`src/rtl/msr_pkg.sv`:
```
package msr_pkg;
   typedef enum logic [2:0] {
      ST_SETUP,
      ST_CLR,
      ST_REL,
      ST_IDLE,
      ST_LO,
      ST_HI
   } seq_st_t;
endpackage

```
`src/rtl/msr_timer.sv`:
```
module msr_timer #(
   parameter int HALF_DIV = 4
) (
   input  logic clk,
   input  logic rst_n,
   input  logic hold,
   output logic tick
);
   localparam int CW = (HALF_DIV > 1) ? $clog2(HALF_DIV) : 1;
   localparam logic [CW-1:0] LAST = CW'(HALF_DIV - 1);

   logic [CW-1:0] cnt_q;

   assign tick = (cnt_q == LAST);

   always_ff @(posedge clk) begin
      if (!rst_n)
         cnt_q <= '0;
      else if (hold || tick)
         cnt_q <= '0;
      else
         cnt_q <= cnt_q + 1'b1;
   end

   AST_TIMER_RANGE: assert property (@(posedge clk) disable iff (!rst_n)
      cnt_q <= LAST);
endmodule

```
`src/rtl/msr_image.sv`:
```
module msr_image #(
   parameter int N_LANES = 5,
   parameter int LANE_W  = 8,
   parameter int IDX_W   = 3
) (
   input  logic                      clk,
   input  logic                      rst_n,
   input  logic                      wr_en,
   input  logic [IDX_W-1:0]          wr_idx,
   input  logic [LANE_W-1:0]         wr_data,
   input  logic                      take,
   output logic [N_LANES*LANE_W-1:0] image_flat,
   output logic                      pending
);
   localparam logic [IDX_W:0] LIM = (IDX_W+1)'(N_LANES);

   logic wr_ok;
   logic pend_q;

   assign wr_ok   = wr_en && ({1'b0, wr_idx} < LIM);
   assign pending = pend_q;

   for (genvar g = 0; g < N_LANES; g++) begin : g_entry
      logic [LANE_W-1:0] img_q;
      always_ff @(posedge clk) begin
         if (!rst_n)
            img_q <= '0;
         else if (wr_ok && (wr_idx == IDX_W'(g)))
            img_q <= wr_data;
      end
      assign image_flat[g*LANE_W +: LANE_W] = img_q;
   end

   // a write on the snapshot edge wins over the clear
   always_ff @(posedge clk) begin
      if (!rst_n)
         pend_q <= 1'b0;
      else if (wr_ok)
         pend_q <= 1'b1;
      else if (take)
         pend_q <= 1'b0;
   end

   AST_WR_MARKS_PENDING: assert property (@(posedge clk) disable iff (!rst_n)
      (wr_en && ({1'b0, wr_idx} < LIM)) |=> pend_q);
   AST_BAD_IDX_QUIET: assert property (@(posedge clk) disable iff (!rst_n)
      (wr_en && ({1'b0, wr_idx} >= LIM) && !pend_q) |=> !pend_q);
   AST_TAKE_NEEDS_PEND: assert property (@(posedge clk) disable iff (!rst_n)
      take |-> pend_q);
endmodule

```
`src/rtl/msr_lanes.sv`:
```
module msr_lanes #(
   parameter int N_LANES = 5,
   parameter int LANE_W  = 8
) (
   input  logic                      clk,
   input  logic                      rst_n,
   input  logic                      load,
   input  logic                      advance,
   input  logic [N_LANES*LANE_W-1:0] image_flat,
   output logic [N_LANES-1:0]        lane_bits
);
   for (genvar g = 0; g < N_LANES; g++) begin : g_lane
      logic [LANE_W-1:0] sh_q;
      always_ff @(posedge clk) begin
         if (!rst_n)
            sh_q <= '0;
         else if (load)
            sh_q <= image_flat[g*LANE_W +: LANE_W];
         else if (advance)
            sh_q <= {sh_q[LANE_W-2:0], 1'b0};
      end
      assign lane_bits[g] = sh_q[LANE_W-1];
   end

   AST_LOAD_ADV_EXCL: assert property (@(posedge clk) disable iff (!rst_n)
      !(load && advance));
endmodule

```
`src/rtl/msr_seq.sv`:
```
module msr_seq
   import msr_pkg::*;
#(
   parameter int LANE_W = 8
) (
   input  logic clk,
   input  logic rst_n,
   input  logic tick,
   input  logic pending,
   output logic hold,
   output logic take,
   output logic advance,
   output logic busy,
   output logic sclk,
   output logic clr_n,
   output logic oen_n,
   output logic latch
);
   localparam int BW = $clog2(LANE_W);
   localparam logic [BW-1:0] LAST_BIT = BW'(LANE_W - 1);

   seq_st_t       state_q;
   logic [BW-1:0] bit_q;
   logic          sclk_q, clr_q, oen_q, latch_q;

   assign hold    = (state_q == ST_IDLE);
   assign take    = hold && pending;
   assign advance = (state_q == ST_HI) && tick;
   assign busy    = (state_q == ST_LO) || (state_q == ST_HI);
   assign sclk    = sclk_q;
   assign clr_n   = clr_q;
   assign oen_n   = oen_q;
   assign latch   = latch_q;

   always_ff @(posedge clk) begin
      if (!rst_n) begin
         state_q <= ST_SETUP;
         bit_q   <= '0;
         sclk_q  <= 1'b0;
         clr_q   <= 1'b1;
         oen_q   <= 1'b1;
         latch_q <= 1'b1;
      end else begin
         case (state_q)
            ST_SETUP: if (tick) begin
               state_q <= ST_CLR;
               clr_q   <= 1'b0;
            end
            ST_CLR: if (tick) begin
               state_q <= ST_REL;
               clr_q   <= 1'b1;
            end
            ST_REL: if (tick) begin
               state_q <= ST_IDLE;
               oen_q   <= 1'b0;
            end
            ST_IDLE: if (pending) begin
               state_q <= ST_LO;
               latch_q <= 1'b0;
               bit_q   <= '0;
            end
            ST_LO: if (tick) begin
               state_q <= ST_HI;
               sclk_q  <= 1'b1;
            end
            ST_HI: if (tick) begin
               sclk_q <= 1'b0;
               if (bit_q == LAST_BIT) begin
                  state_q <= ST_IDLE;
                  latch_q <= 1'b1;
               end else begin
                  state_q <= ST_LO;
                  bit_q   <= bit_q + 1'b1;
               end
            end
            default: state_q <= ST_IDLE;
         endcase
      end
   end

   logic clr_seen_q;
   always_ff @(posedge clk) begin
      if (!rst_n)
         clr_seen_q <= 1'b0;
      else if (!clr_q)
         clr_seen_q <= 1'b1;
   end

   AST_SCLK_IDLE_LOW: assert property (@(posedge clk) disable iff (!rst_n)
      !busy |-> !sclk_q);
   AST_LATCH_LOW_BUSY: assert property (@(posedge clk) disable iff (!rst_n)
      busy |-> !latch_q);
   AST_NO_SHIFT_DISABLED: assert property (@(posedge clk) disable iff (!rst_n)
      busy |-> !oen_q);
   AST_EN_AFTER_CLR: assert property (@(posedge clk) disable iff (!rst_n)
      $fell(oen_q) |-> (clr_q && clr_seen_q));
   AST_LATCH_EDGE_END: assert property (@(posedge clk) disable iff (!rst_n)
      $rose(latch_q) |-> (!busy && !sclk_q));
endmodule

```
`src/rtl/shiftchain_out_drv.sv`:
```
module shiftchain_out_drv #(
   parameter int N_LANES  = 5,
   parameter int LANE_W   = 8,
   parameter int HALF_DIV = 4,
   parameter int IDX_W    = (N_LANES > 1) ? $clog2(N_LANES) : 1
) (
   input  logic               clk,
   input  logic               rst_n,
   input  logic               wr_en,
   input  logic [IDX_W-1:0]   wr_idx,
   input  logic [LANE_W-1:0]  wr_data,
   output logic               busy,
   output logic               sr_clk,
   output logic               sr_clr_n,
   output logic               out_en_n,
   output logic [N_LANES-1:0] sr_data,
   output logic [N_LANES-1:0] sr_latch
);
   if (N_LANES < 1) begin : g_bad_lanes
      $error("N_LANES must be at least 1");
   end
   if (LANE_W < 2) begin : g_bad_width
      $error("LANE_W must be at least 2");
   end
   if (HALF_DIV < 1) begin : g_bad_div
      $error("HALF_DIV must be at least 1");
   end
   if ((1 << IDX_W) < N_LANES) begin : g_bad_idx
      $error("IDX_W too narrow for N_LANES");
   end

   logic [N_LANES*LANE_W-1:0] image_flat;
   logic pending, take, advance, hold, tick, latch;

   msr_image #(.N_LANES(N_LANES), .LANE_W(LANE_W), .IDX_W(IDX_W)) u_image (
      .clk        (clk),
      .rst_n      (rst_n),
      .wr_en      (wr_en),
      .wr_idx     (wr_idx),
      .wr_data    (wr_data),
      .take       (take),
      .image_flat (image_flat),
      .pending    (pending)
   );

   msr_timer #(.HALF_DIV(HALF_DIV)) u_timer (
      .clk   (clk),
      .rst_n (rst_n),
      .hold  (hold),
      .tick  (tick)
   );

   msr_seq #(.LANE_W(LANE_W)) u_seq (
      .clk     (clk),
      .rst_n   (rst_n),
      .tick    (tick),
      .pending (pending),
      .hold    (hold),
      .take    (take),
      .advance (advance),
      .busy    (busy),
      .sclk    (sr_clk),
      .clr_n   (sr_clr_n),
      .oen_n   (out_en_n),
      .latch   (latch)
   );

   msr_lanes #(.N_LANES(N_LANES), .LANE_W(LANE_W)) u_lanes (
      .clk        (clk),
      .rst_n      (rst_n),
      .load       (take),
      .advance    (advance),
      .image_flat (image_flat),
      .lane_bits  (sr_data)
   );

   for (genvar g = 0; g < N_LANES; g++) begin : g_latch
      assign sr_latch[g] = latch;
   end

   AST_DATA_HOLD_HIGH: assert property (@(posedge clk) disable iff (!rst_n)
      (sr_clk && $past(sr_clk)) |-> $stable(sr_data));
   AST_IDLE_DATA_LOW: assert property (@(posedge clk) disable iff (!rst_n)
      $fell(busy) |-> (sr_data == '0));
endmodule

```
`config.mk`:
```
export PLATFORM = sky130hd
export DESIGN_NAME = shiftchain_out_drv
export DESIGN_NICKNAME = d
export VERILOG_FILES = /design/src/rtl/msr_pkg.sv /design/src/rtl/msr_timer.sv /design/src/rtl/msr_image.sv /design/src/rtl/msr_lanes.sv /design/src/rtl/msr_seq.sv /design/src/rtl/shiftchain_out_drv.sv
export SDC_FILE = /design/constraint.sdc
export NUM_CORES = 1
export LEC_CHECK = 0
export BUFFER_PORTS_ARGS = -buffer_cell sky130_fd_sc_hd__clkbuf_2
export CAP_MARGIN = 20
export CORE_MARGIN = 8
export CORE_UTILIZATION = 39
export CTS_BUF_LIST = sky130_fd_sc_hd__clkbuf_4
export CTS_CLUSTER_DIAMETER = 150
export CTS_CLUSTER_SIZE = 25
export DETAILED_ROUTE_END_ITERATION = 12
export GPL_ROUTABILITY_DRIVEN = 0
export PLACE_DENSITY = 0.62
export SYNTH_ARGS = -nofsm -noshare
export SYNTH_HDL_FRONTEND = slang
export SYNTH_SLANG_ARGS = --single-unit
```
`constraint.sdc`:
```
create_clock -name clk -period 1.8 [get_ports clk]
set_input_delay 0.45 -clock clk [delete_from_list [all_inputs] [get_ports clk]]
set_output_delay 0.45 -clock clk [all_outputs]
set_load 0.005 [all_outputs]
```
After elaboration in Yosys (flattened, before gate mapping). Cells that the tools add are included.

Flip-flop bits (word level): 93. Input port bits: 14. Output and inout port bits: 14. Logic and storage cells: 97.

Add/subtract/negate cells: 2. $lt $le $gt $ge: 1. Equal/unequal tests: 19. Multiplexer cells: 32. Bitwise operators: 1. Reductions and logical operators: 24.

Operators with widths (number): $mux W8 (10); $mux W3 (10); $pmux W3 S6 (1); $eq A3 B2 Y1 const B (4); $eq A3 B3 Y1 const B (4); $ne A2 B1 Y1 const B (5); $reduce_bool A2 Y1 (5); $logic_and A1 B1 Y1 (8); $reduce_and A4 Y1 (2); $mux W1 (7); $eq A3 B1 Y1 const B (2); $logic_not A3 Y1 (2); $ne A2 B2 Y1 const B (3); $pmux W1 S2 (3); $pmux W3 S2 (1); $reduce_and A3 Y1 (2); $reduce_and A6 Y1 (1); $add A3 B1 Y3 const B (1); $lt A3 B3 Y1 const B (1); $add A2 B1 Y2 const B (1); $eq A2 B2 Y1 const B (1); $logic_or A1 B1 Y1 (2); $reduce_and A2 Y1 (1); $reduce_or A2 Y1 (1); $not A1 Y1 (1).

Depth between registers and ports, before layout. Gate-level depths: netlist of the first run.

Depth after elaboration: 4. Mapped depth: 7. Depth with buffers taken out: 5.

By module. From an unflattened synthesis of the first run, not the netlist that was laid out.

Cells, all modules: 405. Area total of the unflattened synthesis: 4344.2 sq um.

Modules (own cells, without submodules): msr_lanes (times used 1, cells each 181, area each 2125.8 sq um); msr_image (times used 1, cells each 148, area each 1539.0 sq um); msr_seq (times used 1, cells each 66, area each 561.8 sq um); msr_timer (times used 1, cells each 5, area each 80.1 sq um); shiftchain_out_drv (times used 1, cells each 5, area each 37.5 sq um).

Worst setup path after synthesis of the first run. No wires, ideal clock.

Path type: input to register. Start: in wr_idx[1]. End: reg u_image.g_entry[0].img_q[7]. Setup time: 0.134 ns. Arrival time: 1.401 ns. Setup slack: 0.265 ns. Stages: 5. Path buffers: 2. Cell sequence: clkbuf_1 -> or4b_1 -> clkbuf_1 -> nand2_1 -> a21oi_1.

Longest elaborated chain between the ends: 3. Elaborated cells on any way between the ends: 4. Those cells by class: order compare (1); reduce/logical (3).

RTL lines: start, declared (line shiftchain_out_drv.sv:10) `input logic [IDX_W-1:0] wr_idx,`; $lt A3 B3 Y1 (line msr_image.sv:20) `assign wr_ok = wr_en && ({1'b0, wr_idx} < LIM);`; $logic_and A1 B1 Y1 (line msr_image.sv:20); $logic_and A1 B1 Y1 * (line msr_image.sv:28) `else if (wr_ok && (wr_idx == IDX_W'(g)))`; end signal, assigned (line msr_image.sv:29) `img_q <= wr_data;`; end, declared (line msr_image.sv:24) `logic [LANE_W-1:0] img_q;`.

Every way passes the cells marked *; elsewhere a longest branch is shown, timed or not. A chain may end at the register's enable or synchronous reset.

Worst setup path in the final report of the first run.
Start: reg u_seq.state_q[2]. End: out busy.

Longest elaborated chain between the ends: 2. Elaborated cells on any way between the ends: 3. Those cells by class: eq/ne (2); reduce/logical (1).

RTL lines: start, declared (line msr_seq.sv:22) `seq_st_t state_q;`; start signal, assigned (line msr_seq.sv:37) `state_q <= ST_SETUP;`; start signal, assigned (line msr_seq.sv:46) `state_q <= ST_CLR;`; start signal, assigned (line msr_seq.sv:50) `state_q <= ST_REL;`; $eq A3 B3 Y1 (line msr_seq.sv:29) `assign busy = (state_q == ST_LO) || (state_q == ST_HI);`; $logic_or A1 B1 Y1 * (line msr_seq.sv:29); end, declared (line shiftchain_out_drv.sv:12) `output logic busy,`.

Marks and branches as above.

==> summary.txt, run 1 <==
Run status
  – Outcome: complete, no violations

Floorplanning
  – Die span in x: 116 um
  – Ports: 28
  – Die ar.: 13,400 sq um
  – Initial core utilization: 39.8%
  – Core area: 9730 sq um
  – Die height: 116 um
  – Standard-cell rows: 36

Place
  – Detailed placement HPWL: 5.67 mm
  – Placed Instances: 579
  – Area after DPL: 4140 sq um
  – IO buf count: 27
  – Pre-CTS setup slack: 196 ps

Setup path
  – Reg2Reg Depth: 4
  – Setup crit end kind: output pin
  – Critical path launch point type: flop
  – Required @ worst endpoint: 1350 ps
  – Kind of critical path: flop to output pin
  – CP max FO: 11
  – CP arrival: 1220 ps

Drt
  – Vias: 3,110
  – DR vias/cell: 5.22
  – Routed wire length per instance: 14.3 um
  – Met2 wire len: 3.82 mm
  – Met1 wire length: 4.32 mm
  – DR WL met3: 333 um
  – Final Routed Wirelength: 8.55 mm
  – DRC marker count from the first detailed-route iteration: 187
  – Drt pass-1 iters: 4
  – DRC: 0
  – Top Metal Used: met4
  – Final ANT Viol Nets: 0

Clock network
  – Worst skew pair latency: 430 ps
  – Clock Tree Root: clkbuf_4
  – Clock net sink count: 93
  – CTS tree: yes
  – CTS max path bufs: 2
  – Setup Buffers After CTS: 0
  – H-Tree Depth: 3
  – Worst-path clk slew: 150 ps
  – Cts bufs inserted: 9

Hold path
  – Worst Hold Class: input port to flop
  – Hold path depth: 3

Timing
  – Fin crit period: 1670 ps
  – RSZ-0062 raised after global routing: no
  – Fin. Hold Viols: 0
  – F_max: 597 MHz
  – Setup ws final: 126 ps
  – Final setup viols: 0
  – Setup_tns: 0 ps
  – Final cycle utilization of the critical path: 93.0%
  – Fin. max-slew vios: 0
  – Worst-Margin Slew: 484 ps
  – Rel. slew slack: 67.6%
  – Layout Skew: 21.0 ps

Finish
  – Final std cells w/o fill: 596
  – Layout cells sized above 1: 16.2%
  – Final instance area: 4290 sq um
  – Synth-to-Final Area Change: 10.6%
  – Final layout net count: 474

Synthesis
  – Sequential element share of the synthesized area: 48.0%
  – Adder-Cell Fraction of Synth Area: 0.969%
  – Ys Warns: 0
  – Cell with the most instances after synthesis: nand2_1
  – Yosys top cell area share: 48.0%
  – Synthesized Nets: 465
  – Post-synth top flop: dfxtp_1
  – Ys async rst share: 0%
  – Mean Syn Cell Area: 8.65 sq um
  – Yosys cell types: 35
  – Post-synthesis mux area share: 6.46%
  – Post-synthesis xor/xnor area fraction: 0%
  – Synth top area cells: dfxtp_1 48%, nand2_1 9.1%, mux2i_1 6.5%, a21oi_1 5.6%, a311oi_1 4.1%
  – Yosys top cell by area: dfxtp_1
  – Post-synth top cells: 94 x nand2_1, 93 x dfxtp_1, 43 x a21oi_1, 26 x nor2_1, 25 x mux2i_1
  – Post-synth EDFFs: 0
  – Syn Inst Count: 448
  – Largest family of logic cells by synthesized area: simple AND/OR/NAND/NOR gates
  – Simple-gate area share of the yosys netlist: 20.8%
  – Post-synthesis compound-gate area fraction: 16.6%
  – FF+latch count, synth: 93
  – Synthesized area: 3870 sq um

GRT
  – Initial antenna violation count: 1
  – First-pass GRT wire length: 14.5 mm
  – Total grt overflow: 0
  – Largest net degree at the start of global routing: 56
  – Number of global-route vias before repair: 2,881
  – Total Routing Usage GR: 13.5%

Power and ir drop
  – Pwr per Cell Area: 804 nW/um^2
  – Static leakage: 1.50 nW
  – Maximum VDD drop: 307 uV
  – Pwr Total: 0.00345 W

Flow run
  – Max Cap Viol: 0
## path summary, 6_finish.rpt
check	start	slack, ps	endpoint
max	u_seq.state_q[2]	130	busy
min reg2reg	u_timer.cnt_q[0]	440	u_timer.cnt_q[0]
min	wr_data[0]	290	u_image.g_entry[3].img_q[0]
max reg2reg	u_seq.state_q[0]	170	u_lanes.g_lane[4].sh_q[4]
## power breakdown
group | internal (W) | switching [W] | total, W | leakage (nW)
logic | 0.0000713 | 0.000105 | 0.000177 | 0.680
registers | 0.00209 | 0.0000190 | 0.00211 | 0.752
clock network | 0.000449 | 0.000713 | 0.00116 | 0.0697
total | 0.00261 | 0.000837 | 0.00345 | 1.50
## registers in the layout (all words and copies together) (netlist names)
register               cells
u_image.pending            1
u_seq.bit_q                3
u_image.g_entry.img_q     40
u_seq.state_q              3
u_seq.sclk                 1
u_seq.oen_n                1
u_timer.cnt_q              2
u_seq.latch                1
u_lanes.g_lane.sh_q       40
u_seq.clr_n                1
## cells in the final DEF (no fill, tap or decap), types with 4 or more instances in the layout
master	n
nand2_1	94
dfxtp_1	92
a21oi_1	43
clkbuf_2	27
nor2_1	26
mux2i_1	25
nor3_1	21
a311oi_1	18
buf_4	18
o21ai_0	17
o31ai_1	14
clkbuf_4	10
nand3_1	9
buf_12	4
## per-stage QoR
stage / utilization (%) / hold slack (ps)
after floorplan: - / 407
after global placement: 42.5 / 415
after detailed placement: 42.5 / 422
after CTS: 44.0 / 262
after global routing: 44.1 / 248
final: 44.1 / 294
## routing by layer
layer / GRT usage, % / vias up
li1: - / 1583
met4: 6.22 / 0
met5: 0 / -
met3: 2.40 / 5
met1: 18.1 / 1468
met2: 20.6 / 54
## final cells by class
cell class	instances	area [sq um]
antenna	1	2.50
clock buffer	10	75.1
clock inverter	6	70.1
fill	991	5440
inverter	1	3.75
multi-input combinational	303	1760
sequential	93	1860
tap	133	166
timing repair buffer	49	350
## critical path, stage by stage, from the launching register on
cell and delay (ps):
dfxtp_2 450, nor2b_2 230, clkbuf_2 140
## cells by family after synthesis
group,count (synthesis)
AND/OR/NAND/NOR,173
flip-flops,93
multiplexers,25
adder cells (fa/ha/maj),3
buffers and inverters,52
AO/OA/AOI/OAI,102
## repair_timing
action | in CTS | in global routing
setup endpoints to repair | 1 | 1
resized for setup | 1 | 1
hold buffers | 0 | 0
endpoints found under the hold margin | 0 | 0
No activity file was read; power rests on OpenSTA's default activity.
==> run 2, diff against run 1 <==
--- a/config.mk
+++ b/config.mk
@@ -8,13 +8,13 @@
 export BUFFER_PORTS_ARGS = -buffer_cell sky130_fd_sc_hd__clkbuf_2
 export CAP_MARGIN = 20
 export CORE_MARGIN = 8
-export CORE_UTILIZATION = 39
+export CORE_UTILIZATION = 60
 export CTS_BUF_LIST = sky130_fd_sc_hd__clkbuf_4
 export CTS_CLUSTER_DIAMETER = 150
 export CTS_CLUSTER_SIZE = 25
 export DETAILED_ROUTE_END_ITERATION = 12
 export GPL_ROUTABILITY_DRIVEN = 0
-export PLACE_DENSITY = 0.62
+export PLACE_DENSITY = 0.85
 export SYNTH_ARGS = -nofsm -noshare
 export SYNTH_HDL_FRONTEND = slang
 export SYNTH_SLANG_ARGS = --single-unit
==> run 2 against run 1 <==
Compared with the run above: cell area is 1.9% lower; power rose by 3.4%; critical path depth unchanged; sequential power barely moved; largest power group unchanged; global-route usage rose by 5.8 points; setup slack worse by 34 ps; fmax down 2.0%; hold slack worse by 24 ps.
==> summary.txt, run 2 (synthesized netlist as in run 1, its figures left out) <==
GRT
  – First-pass GRT wire length: 14.0 mm
  – Total Routing Usage GR: 19.3%
  – Largest net degree at the start of global routing: 65
  – Initial antenna violation count: 1
  – Total grt overflow: 0
  – Number of global-route vias before repair: 3,029

Setup path
  – Required @ worst endpoint: 1350 ps
  – Kind of critical path: flop to output pin
  – Critical path launch point type: flop
  – Critical Path Slowest Stage Cell: dfxtp_2
  – R2r setup slk: 150 ps
  – CP Cell Sequence: nor2b_2 > clkbuf_2
  – Setup crit end kind: output pin
  – CP arrival: 1260 ps
  – CP max FO: 11
  – Crit-path max cell delay: 450 ps

Floorplanning
  – Initial core utilization: 61.4%
  – Die height: 96.4 um
  – Core area: 6310 sq um
  – Die ar.: 9290 sq um
  – Ports: 28
  – Standard-cell rows: 29
  – Die span in x: 96.4 um

Clock network
  – Cts bufs inserted: 9
  – CTS max path bufs: 2
  – Worst-path clk slew: 150 ps
  – CTS tree: yes
  – Worst skew pair latency: 450 ps
  – Clock Tree Root: clkbuf_4
  – Clock net sink count: 93
  – Setup Buffers After CTS: 0
  – H-Tree Depth: 3

Drt
  – Vias: 3,201
  – Drt pass-1 iters: 6
  – Routed wire length per instance: 15.6 um
  – Final ANT Viol Nets: 0
  – DRC: 0
  – Final Routed Wirelength: 8.38 mm
  – DR vias/cell: 5.97
  – DRC marker count from the first detailed-route iteration: 208

Timing
  – RSZ-0062 raised after global routing: no
  – Fin crit period: 1710 ps
  – Setup_tns: 0 ps
  – Worst-Margin Slew: 434 ps
  – Layout Skew: 12.2 ps
  – Fin. Hold Viols: 0
  – Worst hold margin: 271 ps
  – F_max: 585 MHz
  – Rel. slew slack: 70.9%
  – Final cycle utilization of the critical path: 94.9%
  – Final setup viols: 0
  – Fin. max-slew vios: 0

Hold path
  – Worst Hold Class: input port to flop

Finish
  – Most common cell after layout, fill and taps aside: nand2_1
  – Layout cells sized above 1: 15.3%
  – Final std cells w/o fill: 536
  – Final layout net count: 470
  – FF+latch area: 1860 sq um
  – Filler cells: 540
  – Commonest cells after routing, fill and taps aside: 94 x nand2_1, 92 x dfxtp_1, 43 x a21oi_1
  – Synth-to-Final Area Change: 8.49%
  – Top flop regs: u_image.g_entry.img_q (40), u_lanes.g_lane.sh_q (40)
  – Multi-input gate area: 1760 sq um
  – Final instance area: 4200 sq um

Power and ir drop
  – Maximum VDD drop: 625 uV
  – Pwr per Cell Area: 848 nW/um^2
  – Pwr Total: 0.00356 W
  – Static leakage: 1.50 nW

Place
  – Placed Instances: 519
  – IO buf count: 27
  – Area after DPL: 4040 sq um
  – Detailed placement HPWL: 5.49 mm

Flow run
  – Max Cap Viol: 0

Run status
  – Outcome: complete, no violations
-- run 2: what timing repair did --
item                                    4_1_cts  5_1_grt
endpoints found under the setup margin        1        1
resized for setup                             1        1
hold buffers                                  0        0
-- run 2: layout make-up --
cell class | count | share of cell area (%)
tap | 77 | 2.29
antenna | 1 | 0.0595
timing repair buffer | 45 | 7.62
clock inverter | 7 | 2.26
inverter | 1 | 0.0893
multi-input combinational | 303 | 41.8
clock buffer | 9 | 1.61
sequential | 93 | 44.3
-- run 2: per-layer routing --
metal  track usage, %  vias up  wire length [um]
met5                0        -                 0
met4             9.46        0               149
met3             3.98       13               504
met2             31.3       91              3920
met1             23.9     1523              3800
li1                 -     1574                 -
-- run 2: path summary, 6_finish.rpt --
check | start | endpoint | cells past startpoint
setup / recovery | u_seq.state_q[2] | busy | 2
hold / removal | wr_data[0] | u_image.g_entry[0].img_q[0] | 3
setup reg to reg | u_timer.cnt_q[0] | u_lanes.g_lane[2].sh_q[7] | 5
hold reg to reg | u_timer.cnt_q[0] | u_timer.cnt_q[0] | 1
-- run 2: metrics by stage --
stage / setup slack, ps / util [%]
floorplan: 265 / -
global placement: 219 / 63.9
detailed placement: 186 / 63.9
CTS: 28.8 / 66.5
global route: 15.5 / 66.6
finish: 91.9 / 66.6
-- run 2: critical path, delay by kind of cell (launching register included) --
| family | cells | cell delay, ps |
|---|---|---|
| flip-flops | 1 | 450 |
| buffers and inverters | 1 | 140 |
| AND/OR/NAND/NOR | 1 | 220 |
-- run 2: power by group --
| group | internal, W | switching [W] | total [W] |
|---|---|---|---|
| logic | 0.0000645 | 0.000106 | 0.000171 |
| clock network | 0.000572 | 0.000716 | 0.00129 |
| registers | 0.00209 | 0.0000163 | 0.00211 |
| total | 0.00273 | 0.000838 | 0.00356 |
==> run 3, diff against run 2 <==
--- a/config.mk
+++ b/config.mk
@@ -14,7 +14,8 @@
 export CTS_CLUSTER_SIZE = 25
 export DETAILED_ROUTE_END_ITERATION = 12
 export GPL_ROUTABILITY_DRIVEN = 0
-export PLACE_DENSITY = 0.85
+export PLACE_DENSITY = 0.79
+export REMOVE_ABC_BUFFERS = 1
 export SYNTH_ARGS = -nofsm -noshare
 export SYNTH_HDL_FRONTEND = slang
 export SYNTH_SLANG_ARGS = --single-unit
==> run 3 against run 2 <==
Compared with the run above: setup slack better by 11 ps; largest power group unchanged; combinational power about the same; final cell count shrank 1.1%; critical path type unchanged.
==> summary.txt, run 3 (synthesized netlist as in run 1, its figures left out) <==
Run status
  – Outcome: complete, no violations

Hold path
  – Hold path depth: 3
  – Worst Hold Class: input port to flop

Timing
  – Worst-Margin Slew: 435 ps
  – Layout Skew: 9.10 ps
  – Fin crit period: 1700 ps
  – RSZ-0062 raised after global routing: no
  – Final setup viols: 0
  – F_max: 589 MHz
  – Rel. slew slack: 70.9%
  – Final cycle utilization of the critical path: 94.3%
  – Fin. Hold Viols: 0
  – Fin. max-slew vios: 0

Clock network
  – Cts bufs inserted: 9
  – Clock net sink count: 93
  – Worst-path clk slew: 120 ps
  – Clock Tree Root: clkbuf_4
  – Worst skew pair latency: 420 ps
  – CTS tree: yes
  – H-Tree Depth: 3
  – CTS max path bufs: 2

GRT
  – Largest net degree at the start of global routing: 47
  – First-pass GRT wire length: 14.0 mm
  – Total Routing Usage GR: 19.2%
  – Total grt overflow: 0
  – Initial antenna violation count: 0
  – Number of global-route vias before repair: 2,968

Setup path
  – Kind of critical path: flop to output pin
  – CP max FO: 8
  – Critical Path Slowest Stage Cell: dfxtp_1
  – Crit-path max cell delay: 370 ps
  – Crit path max-delay family: flip-flops
  – CP arrival: 1250 ps
  – Required @ worst endpoint: 1350 ps
  – Reg2Reg Depth: 4
  – Setup crit end kind: output pin
  – CP Cell Sequence: buf_4 > nor2b_4 > clkbuf_2
  – Critical path launch point type: flop
  – WP buf/inv: 2
  – WP depth: 3

Flow run
  – Max Cap Viol: 0

Finish
  – FF+latch area: 1860 sq um
  – Multi-input gate area: 1760 sq um
  – Diode count: 0
  – Commonest cells after routing, fill and taps aside: 94 x nand2_1, 93 x dfxtp_1, 43 x a21oi_1
  – Most common cell after layout, fill and taps aside: nand2_1
  – Final instance area: 4140 sq um
  – Final layout net count: 467
  – Top flop regs: u_image.g_entry.img_q (40), u_lanes.g_lane.sh_q (40)
  – Filler cells: 550
  – Final Util: 65.6%
  – Layout cells sized above 1: 13.9%
  – Synth-to-Final Area Change: 6.91%

Place
  – Detailed placement HPWL: 5.39 mm
  – IO buf count: 27
  – Area after DPL: 4040 sq um

Drt
  – Vias: 3,129
  – Final ANT Viol Nets: 0
  – DRC marker count from the first detailed-route iteration: 231
  – Routed wire length per instance: 15.7 um
  – DR vias/cell: 5.90
  – DR WL met3: 446 um
  – Drt pass-1 iters: 4
  – Top Metal Used: met4
  – Final Routed Wirelength: 8.32 mm
  – Met2 wire len: 3.95 mm
  – DRC: 0
  – Met1 wire length: 3.68 mm

Floorplanning
  – Standard-cell rows: 29
  – Initial core utilization: 61.4%
  – Die span in x: 96.4 um
  – Core area: 6310 sq um
  – Die ar.: 9290 sq um
  – Die height: 96.4 um
  – Ports: 28

Power and ir drop
  – Register share of total power: 66.0%
  – Pwr Total: 0.00319 W
  – Sw frac: 23.4%
  – Pwr per Cell Area: 771 nW/um^2
  – Logic pwr share: 5.3%
  – Maximum VDD drop: 450 uV
  – Static leakage: 1.46 nW
  – Sw Pwr: 0.000746 W
  – P_int: 0.00245 W
  – Clock Power Share: 28.7%
run 3: layer usage:
metal / vias to the layer above / track usage, %
li1: 1568 / -
met1: 1460 / 23.9
met2: 81 / 31.2
met3: 20 / 3.12
met4: 0 / 10.3
met5: - / 0
run 3: through the flow:
stage / instances / setup slack (ps) / hold WS, ps / setup TNS, ps
finish: 530 / 103 / 340 / 0
global route: 530 / 15.5 / 328 / 0
CTS: 530 / 58.0 / 329 / 0
detailed placement: 516 / 164 / 429 / 0
global placement: 516 / 226 / 416 / 0
floorplan: 397 / -703 / 407 / -30750
run 3: area by class of cell:
class | count | area share [%]
Inverter | 1 | 0.0906
Clock buffer | 11 | 1.99
Timing Repair Buffer | 42 | 7.79
Clock inverter | 3 | 0.362
Multi-Input combinational cell | 303 | 42.5
Tap cell | 77 | 2.33
Sequential cell | 93 | 44.9
run 3: power groups by stage:
stage / registers (W) / clock network, W / logic [W]
after CTS: 0.00211 / 0.000936 / 0.000169
after global placement: 0.00215 / 0 / 0.000165
after detailed placement: 0.00215 / 0 / 0.000169
after global routing: 0.00211 / 0.00103 / 0.000187
final: 0.00211 / 0.000917 / 0.000169
after floorplan: 0.00215 / 0 / 0.0000835
run 3: final timing paths:
kind                                 endpoint              from  slack (ps)
hold reg to reg              u_timer.cnt_q[0]  u_timer.cnt_q[0]         440
hold / removal    u_image.g_entry[0].img_q[6]        wr_data[6]         340
setup / recovery                         busy  u_seq.state_q[2]         100
setup reg to reg    u_lanes.g_lane[2].sh_q[2]  u_seq.state_q[1]         130
run 3: repair_timing:
item                                    in CTS  in global routing
hold buffers                                 0                  0
endpoints found under the setup margin       1                  1
gates resized for setup                      1                  1
buffers inserted                             0                  0
run 3: worst min-delay path: cells and delay by family:
kind            cells  cell delay, ps
simple gates        1              80
buf+inv             1             140
compound gates      1              50
